==> config.mk <==
export PLATFORM = sky130hd
export DESIGN_NAME = sysif_enable_reg
export DESIGN_NICKNAME = d
export VERILOG_FILES = /design/src/rtl/sysif_pkg.sv /design/src/rtl/sysif_gate.sv /design/src/rtl/sysif_en_store.sv /design/src/rtl/sysif_bypass_sel.sv /design/src/rtl/sysif_enable_reg.sv
export SDC_FILE = /design/constraint.sdc
export NUM_CORES = 1
export LEC_CHECK = 0
export ABC_AREA = 1
export CORE_MARGIN = 3
export CORE_UTILIZATION = 19
export CTS_CLUSTER_SIZE = 40
export DETAILED_ROUTE_END_ITERATION = 7
export PLACE_DENSITY = 0.79
export SLEW_MARGIN = 20
export SYNTH_ARGS = -nofsm -noshare
export SYNTH_HDL_FRONTEND = slang
export SYNTH_SLANG_ARGS = --single-unit
==> constraint.sdc <==
create_clock -name clk -period 0.84 [get_ports clk]
set_input_delay 0.126 -clock clk [delete_from_list [all_inputs] [get_ports clk]]
set_output_delay 0.126 -clock clk [all_outputs]
set_load 0.02 [all_outputs]
==> src/rtl/sysif_pkg.sv <==
package sysif_pkg;

  localparam int unsigned REG_W    = 32;
  localparam int unsigned EN_POS   = 0;
  localparam int unsigned FBD_POS  = 1;
  localparam int unsigned IBD_POS  = 2;
  localparam int unsigned RSVD_LSB = 3;

  // Where the two bypass-disable bits come from.
  typedef enum logic [2:0] {
    BYP_FORCED_ONE,
    BYP_HYP_RO,
    BYP_TOP_RO,
    BYP_TOP_RW,
    BYP_LOCAL
  } byp_mode_e;

  // Order of precedence: unsupported, hypervisor alias, top alias, local.
  function automatic byp_mode_e pick_byp_mode(input bit supp, input bit has_top,
                                              input bit has_hyp, input logic sec_dis);
    if (!supp)        return BYP_FORCED_ONE;
    else if (has_hyp) return BYP_HYP_RO;
    else if (has_top) return sec_dis ? BYP_TOP_RW : BYP_TOP_RO;
    else              return BYP_LOCAL;
  endfunction

  // A copy is visible only if every applicable higher-level enable is set.
  function automatic logic bank_gate(input bit has_top, input bit has_hyp, input bit is_ns,
                                     input logic top_en, input logic hyp_en);
    return (!has_top || top_en) && (!has_hyp || !is_ns || hyp_en);
  endfunction

  // byp[1] is the IRQ bypass disable, byp[0] the FIQ bypass disable.
  function automatic logic [REG_W-1:0] compose(input logic en, input logic [1:0] byp);
    logic [REG_W-1:0] r;
    r          = '0;
    r[EN_POS]  = en;
    r[FBD_POS] = byp[0];
    r[IBD_POS] = byp[1];
    return r;
  endfunction

endpackage

==> src/rtl/sysif_gate.sv <==
module sysif_gate #(
  parameter int unsigned NBANK       = 2,
  parameter bit          HAS_TOP_LVL = 1'b1,
  parameter bit          HAS_HYP_LVL = 1'b0
) (
  input  logic             top_sre_en,
  input  logic             hyp_sre_en,
  output logic [NBANK-1:0] open_o
);

  // Bank 1 is the non-secure copy; a lone copy is treated as non-secure.
  for (genvar b = 0; b < NBANK; b++) begin : g_bank
    localparam bit IS_NS = (NBANK == 1) || (b == 1);
    assign open_o[b] = sysif_pkg::bank_gate(HAS_TOP_LVL, HAS_HYP_LVL, IS_NS,
                                            top_sre_en, hyp_sre_en);
  end

endmodule

==> src/rtl/sysif_en_store.sv <==
module sysif_en_store #(
  parameter int unsigned NBANK           = 2,
  parameter bit          CHECK_SEC_CLEAR = 1'b1
) (
  input  logic             clk,
  input  logic             rst_n,
  input  logic             wr_en,
  input  logic             wr_bit,
  input  logic [NBANK-1:0] bank_sel,
  input  logic [NBANK-1:0] gate_open,
  output logic [NBANK-1:0] rd_en,
  output logic             clr_hit,
  output logic             clr_err
);

  logic [NBANK-1:0] hit;
  logic [NBANK-1:0] take;

  for (genvar b = 0; b < NBANK; b++) begin : g_bank
    localparam bit SEC = CHECK_SEC_CLEAR && (b == 0);
    logic q;

    assign rd_en[b] = q & gate_open[b];
    // Dropping a secure 1->0 clear keeps the system-register path alive.
    assign hit[b]   = SEC && wr_en && bank_sel[b] && rd_en[b] && !wr_bit;
    assign take[b]  = wr_en && bank_sel[b] && gate_open[b] && !hit[b];

    always_ff @(posedge clk or negedge rst_n) begin
      if (!rst_n)       q <= 1'b0;
      else if (take[b]) q <= wr_bit;
    end
  end

  assign clr_hit = |hit;

  always_ff @(posedge clk or negedge rst_n) begin
    if (!rst_n) clr_err <= 1'b0;
    else        clr_err <= clr_hit;
  end

endmodule

==> src/rtl/sysif_bypass_sel.sv <==
module sysif_bypass_sel
  import sysif_pkg::*;
#(
  parameter bit HAS_TOP_LVL = 1'b1,
  parameter bit HAS_HYP_LVL = 1'b0,
  parameter bit BYPASS_SUPP = 1'b1
) (
  input  logic       clk,
  input  logic       rst_n,
  input  logic       wr_en,
  input  logic [1:0] wr_byp,
  input  logic       sec_disable,
  input  logic [1:0] top_byp,
  input  logic [1:0] hyp_byp,
  output logic [1:0] rd_byp,
  output logic       wb_en,
  output logic [1:0] wb_data,
  output byp_mode_e  mode
);

  logic [1:0] loc_q;

  assign mode = pick_byp_mode(BYPASS_SUPP, HAS_TOP_LVL, HAS_HYP_LVL, sec_disable);

  always_ff @(posedge clk or negedge rst_n) begin
    if (!rst_n)                            loc_q <= 2'b00;
    else if (wr_en && mode == BYP_LOCAL)   loc_q <= wr_byp;
  end

  always_comb begin
    case (mode)
      BYP_FORCED_ONE:         rd_byp = 2'b11;
      BYP_HYP_RO:             rd_byp = hyp_byp;
      BYP_TOP_RO, BYP_TOP_RW: rd_byp = top_byp;
      default:                rd_byp = loc_q;
    endcase
  end

  assign wb_en   = wr_en && (mode == BYP_TOP_RW);
  assign wb_data = wr_byp;

endmodule

==> src/rtl/sysif_enable_reg.sv <==
module sysif_enable_reg
  import sysif_pkg::*;
#(
  parameter bit HAS_TOP_LVL = 1'b1,
  parameter bit HAS_HYP_LVL = 1'b0,
  parameter bit SYSREG_ONLY = 1'b0,
  parameter bit BYPASS_SUPP = 1'b1
) (
  input  logic             clk,
  input  logic             rst_n,
  input  logic             wr_en,
  input  logic [REG_W-1:0] wr_data,
  input  logic             ns_sel,
  input  logic             top_sre_en,
  input  logic             hyp_sre_en,
  input  logic             sec_disable,
  input  logic [1:0]       top_byp,
  input  logic [1:0]       hyp_byp,
  output logic [REG_W-1:0] rd_data,
  output logic             sysreg_en,
  output logic             byp_wb_en,
  output logic [1:0]       byp_wb_data,
  output logic             clr_err
);

  localparam int unsigned NBANK = HAS_TOP_LVL ? 2 : 1;

  logic [NBANK-1:0] bank_sel;
  logic [NBANK-1:0] gate_open;
  logic [NBANK-1:0] rd_en;
  logic             sel_en;
  logic             clr_hit;
  logic             rsvd_wr;
  logic [1:0]       rd_byp;
  byp_mode_e        byp_mode;

  if (NBANK == 2) begin : g_banked
    assign bank_sel = {ns_sel, ~ns_sel};
    assign sel_en   = ns_sel ? rd_en[1] : rd_en[0];
  end else begin : g_single
    assign bank_sel = 1'b1;
    assign sel_en   = rd_en[0];
  end

  sysif_gate #(
    .NBANK       (NBANK),
    .HAS_TOP_LVL (HAS_TOP_LVL),
    .HAS_HYP_LVL (HAS_HYP_LVL)
  ) u_gate (
    .top_sre_en (top_sre_en),
    .hyp_sre_en (hyp_sre_en),
    .open_o     (gate_open)
  );

  sysif_en_store #(
    .NBANK           (NBANK),
    .CHECK_SEC_CLEAR (HAS_TOP_LVL)
  ) u_store (
    .clk       (clk),
    .rst_n     (rst_n),
    .wr_en     (wr_en & ~SYSREG_ONLY),
    .wr_bit    (wr_data[EN_POS]),
    .bank_sel  (bank_sel),
    .gate_open (gate_open),
    .rd_en     (rd_en),
    .clr_hit   (clr_hit),
    .clr_err   (clr_err)
  );

  sysif_bypass_sel #(
    .HAS_TOP_LVL (HAS_TOP_LVL),
    .HAS_HYP_LVL (HAS_HYP_LVL),
    .BYPASS_SUPP (BYPASS_SUPP)
  ) u_byp (
    .clk         (clk),
    .rst_n       (rst_n),
    .wr_en       (wr_en),
    .wr_byp      ({wr_data[IBD_POS], wr_data[FBD_POS]}),
    .sec_disable (sec_disable),
    .top_byp     (top_byp),
    .hyp_byp     (hyp_byp),
    .rd_byp      (rd_byp),
    .wb_en       (byp_wb_en),
    .wb_data     (byp_wb_data),
    .mode        (byp_mode)
  );

  assign sysreg_en = SYSREG_ONLY ? 1'b1 : sel_en;
  assign rd_data   = compose(sysreg_en, rd_byp);
  assign rsvd_wr   = wr_en && (|wr_data[REG_W-1:RSVD_LSB]);

endmodule

* After elaboration in Yosys (flattened, before gate mapping)
Index checks and enable logic that the tools add are counted.
** Storage, ports and cells
- Register bits after elaboration :: 5
- Logic and storage cells :: 27
- Output and inout port bits :: 37
- Input bits :: 43
** Operators by class
- Equal/unequal tests :: 4
- Muxes and demuxes :: 3
- Bitwise logic cells :: 3
- Reductions and logical operators :: 13
** Operators by type and width (count)
- 1-bit logical AND :: 9
- 3-bit by 2-bit equality test with 1-bit output (second input constant) :: 2
- 2-bit one-hot mux with 3 select lines :: 1
- 3-bit by 1-bit equality test with 1-bit output (second input constant) :: 1
- 3-bit equality test (second input constant) :: 1
- 3-bit logical NOT :: 1
- 1-bit bitwise AND :: 2
- 1-bit logical NOT :: 2
- 1-bit 2-to-1 mux :: 2
- 2-bit OR reduction :: 1
- 1-bit NOT :: 1

* Logic depth before layout (Yosys ltp)
- Depth in word-level cells :: 6
- Gate-level depth with buffers :: 4
- Mapped depth without buffers :: 3

* Modules after synthesis
A second synthesis with hierarchy kept.
** Second synthesis, totals
- Cell total of the unflattened synthesis :: 63
- Area total of the unflattened synthesis :: 471.7 um^2
** Modules (own cells, without submodules)
- sysif_enable_reg :: instances 1, cells an instance 35, area each 249.0 um^2
- sysif_en_store :: instances 1, cells an instance 15, area each 140.1 um^2
- sysif_bypass_sel :: instances 1, cells an instance 11, area each 67.6 um^2
- sysif_gate :: instances 1, cells an instance 2, area each 15.0 um^2

* Least setup slack after synthesis
OpenSTA, ideal clock, no wires.
- Kind :: register to output
- Start point :: register u_store.g_bank[0].q
- End point :: output port rd_data[0]
- Slack :: -83 ps
- Path buffers :: 1
- Stages on the path, launching flop included :: 4
- Arrival :: 797 ps
- Required time :: 714 ps
- Cell sequence :: dfrtp_1 nand3_2 nand2_1 buf_4
** On the way
- Word-level cells in the longest chain between the ends :: 2
** RTL lines
- start: declaration :: RTL line sysif_en_store.sv:21 : logic q;
- start signal: assignment :: RTL line sysif_en_store.sv:30 : else if (take[b]) q <= wr_bit;
- 1-bit bitwise AND :: RTL line sysif_en_store.sv:23 : assign rd_en[b] = q & gate_open[b];
- 1-bit 2-to-1 mux :: RTL line sysif_enable_reg.sv:39 : assign sel_en = ns_sel ? rd_en[1] : rd_en[0];
- end: declaration :: RTL line sysif_enable_reg.sv:19 : output logic [REG_W-1:0] rd_data,
Every way passes these cells.

* Worst setup path after layout
Ends and elaborated chain as after synthesis.

==> metrics.txt <==
commonest cells in the netlist=34 x buf_4, 6 x nand2_1, 4 x inv_1; Yosys cell types=9; vias in the first global route=201; failing checks=negative setup slack; Vias per Instance=3.05; Post-Synthesis Cells=54; CTS Sinks=3; worst setup path start=u_store.g_bank[0].q; Max Fclk=0.960 GHz; leading area contributor after synthesis=buf_4; top-area cell type share of the netlist area=62.2%; die area=2750 sq um; largest net degree at the start of global routing=6; Synth warnings=0; Fin Setup TNS=-0.554 ns; CTS tree=yes; HPWL after DPL=549 um; row cnt=16; flops & latches, synth=3; fin crit share=124%; CTS Buf Count=3; setup ws final=-0.202 ns; total vias in the final route=284; VDD IR max=0.376 mV; critical path launch point type=flip-flop; global-route wire length before repair=821 um; worst r2r dst=u_store.clr_err; clock power share=40.3%; Worst setup EP type=primary output; Clock Latency Late Sink=0.24 ns; sequential share of power=23.8%; Reg clk slew, reported paths=0.04 ns; PwrDens=1440 nW/um^2; FF-to-FF path depth=5; worst reg-to-reg setup slack=-0.13 ns; DRC=0; max-cap violations=0; fillers=227; syn_area_per_cell=7.60 sq um; Initial Util=20.5%; register area share after synthesis=18.3%; post-synthesis async set-or-reset flop share=100%; setup violators final=4; Slew Viols, Final=0; crit path DAT=0.92 ns; Crit Path Category=flip-flop to primary output; WL final=737 um; Layout area overhead=14.6%; antenna-violating nets left=0; Final Power=676 uW; RSZ-0062 raised after global routing=true; Die X=52.5 um; prevailing post-synth register cell=dfrtp_1; P_leak=0.275 nW; switching portion of total power=40.6%; Max Buffers Root-to-Sink=2; core box area=2000 sq um; GRT Util Overall=4.77%; initial antenna violation count=0; final core occ=23.5%; Syn Std Cell Area=410 sq um; GRT overflow=0; CP max FO=2; IO Pins=80; share of layout cells above drive strength 1=22.7%; nets=110; Iter 0 DRT Violations=4; outcome=finished, violations left; GPL Wtd Cong=0.639; cts hold-fix bufs=0; crit path to=rd_data[0]; minimum clock period=1.04 ns; Die Ht=52.5 um; worst reg2reg path startpoint=u_store.g_bank[0].q; largest cells by area after synthesis=buf_4 62%, dfrtp_1 18%, nand2_1 5.5%; Fin. Hold Viols=0; Routed WL per cell=7.92 um; DRT Pass-1 Iters=4; Post-synth EDFFs=0; class of the worst hold path=primary input to asynchronous set/reset pin; CTS root buf=clkbuf_4; H-Tree Level Count=1; Power Internal=401 uW; CP required=0.71 ns; # diodes=0; most common cell in the netlist=buf_4; port bufs=10; power share of the combinational group=35.9%; sw power=274 uW; Setup Skew=0.00000877 ns
[power groups by stage]
stage / registers (mW) / logic [mW] / clock network, mW
after floorplan: 0.162 / 0.292 / 0
after global placement: 0.161 / 0.227 / 0
after detailed placement: 0.163 / 0.229 / 0
after CTS: 0.160 / 0.238 / 0.287
after global routing: 0.161 / 0.261 / 0.290
final: 0.161 / 0.243 / 0.272
[critical path: stages, from the launching register on]
cell	delay, ns
dfrtp_1	0.36
nand3_2	0.10
nand2_4	0.10
buf_6	0.11
[layout make-up]
class	instances	area, sq um	share of cell area [%]
clock buffers	4	26.3	5.59
flip-flops and latches	3	75.1	16.0
well taps	27	33.8	7.18
inverters	4	15.0	3.19
repair buffers	14	138	29.3
multi-input cells	41	183	38.8
[worst min path at each step]
stage | from | to | cells past startpoint
final | rst_n | u_store.g_bank[1].q | 1
after CTS | rst_n | u_store.g_bank[1].q | 1
after global routing | rst_n | u_store.g_bank[1].q | 1
after floorplan | rst_n | u_store.clr_err | 0
after detailed placement | wr_data[1] | byp_wb_data[0] | 0
after global placement | wr_data[1] | byp_wb_data[0] | 0
[placed cells by master, fill, tap and decap left out]
master / Yosys / layout
dlygate4sd2_1: 0 / 4
nand4_1: 2 / 2
clkbuf_1: 0 / 1
nand2_1: 6 / 5
dfrtp_1: 3 / 3
buf_6: 0 / 6
nand3_2: 1 / 2
nand2_4: 0 / 1
clkbuf_4: 0 / 3
buf_4: 34 / 2
clkdlybuf4s50_1: 0 / 2
inv_1: 4 / 4
nor2_2: 1 / 1
nand3_1: 2 / 1
conb_1: 1 / 29
[cell families (layout without fill, tap and decap cells)]
family                 after synthesis  after routing  share of synthesized area, %
buffers and inverters               38             22                          65.9
other                                1             29                         0.914
and+or+nand+nor                     12             12                          14.9
DFF                                  3              3                          18.3
[registers in the layout, indices dropped and copies added, names as in the netlist]
register / count
u_store.clr_err: 1
u_store.g_bank.q: 2
[routing by layer]
layer  wire length (um)  GRT usage, %  up-vias
li1                   -             -      124
met1                183          3.24      128
met2                370          6.82       28
met3                149          3.13        4
met4                 34          7.66        0
met5                  0             0        -
[what timing repair did]
item | CTS | global route
buffers inserted | 2 | 1
endpoints found under the setup margin | 5 | 4
pin swaps | 2 | 1
gates resized for setup | 29 | 1
gates cloned | 0 | 0
[per-stage QoR]
| stage | area [sq um] | worst slack [ns] | cells | hold slack [ns] |
|---|---|---|---|---|
| floorplan | 528 | 0.0107 | 82 | -0.170 |
| global route | 470 | -0.235 | 93 | 0.0579 |
| CTS | 467 | -0.201 | 93 | 0.0531 |
| global placement | 422 | -0.783 | 87 | 0.252 |
| finish | 470 | -0.202 | 93 | 0.0589 |
| detailed placement | 422 | -0.795 | 87 | 0.252 |
Note: power is estimated with default switching activity, not from simulation.
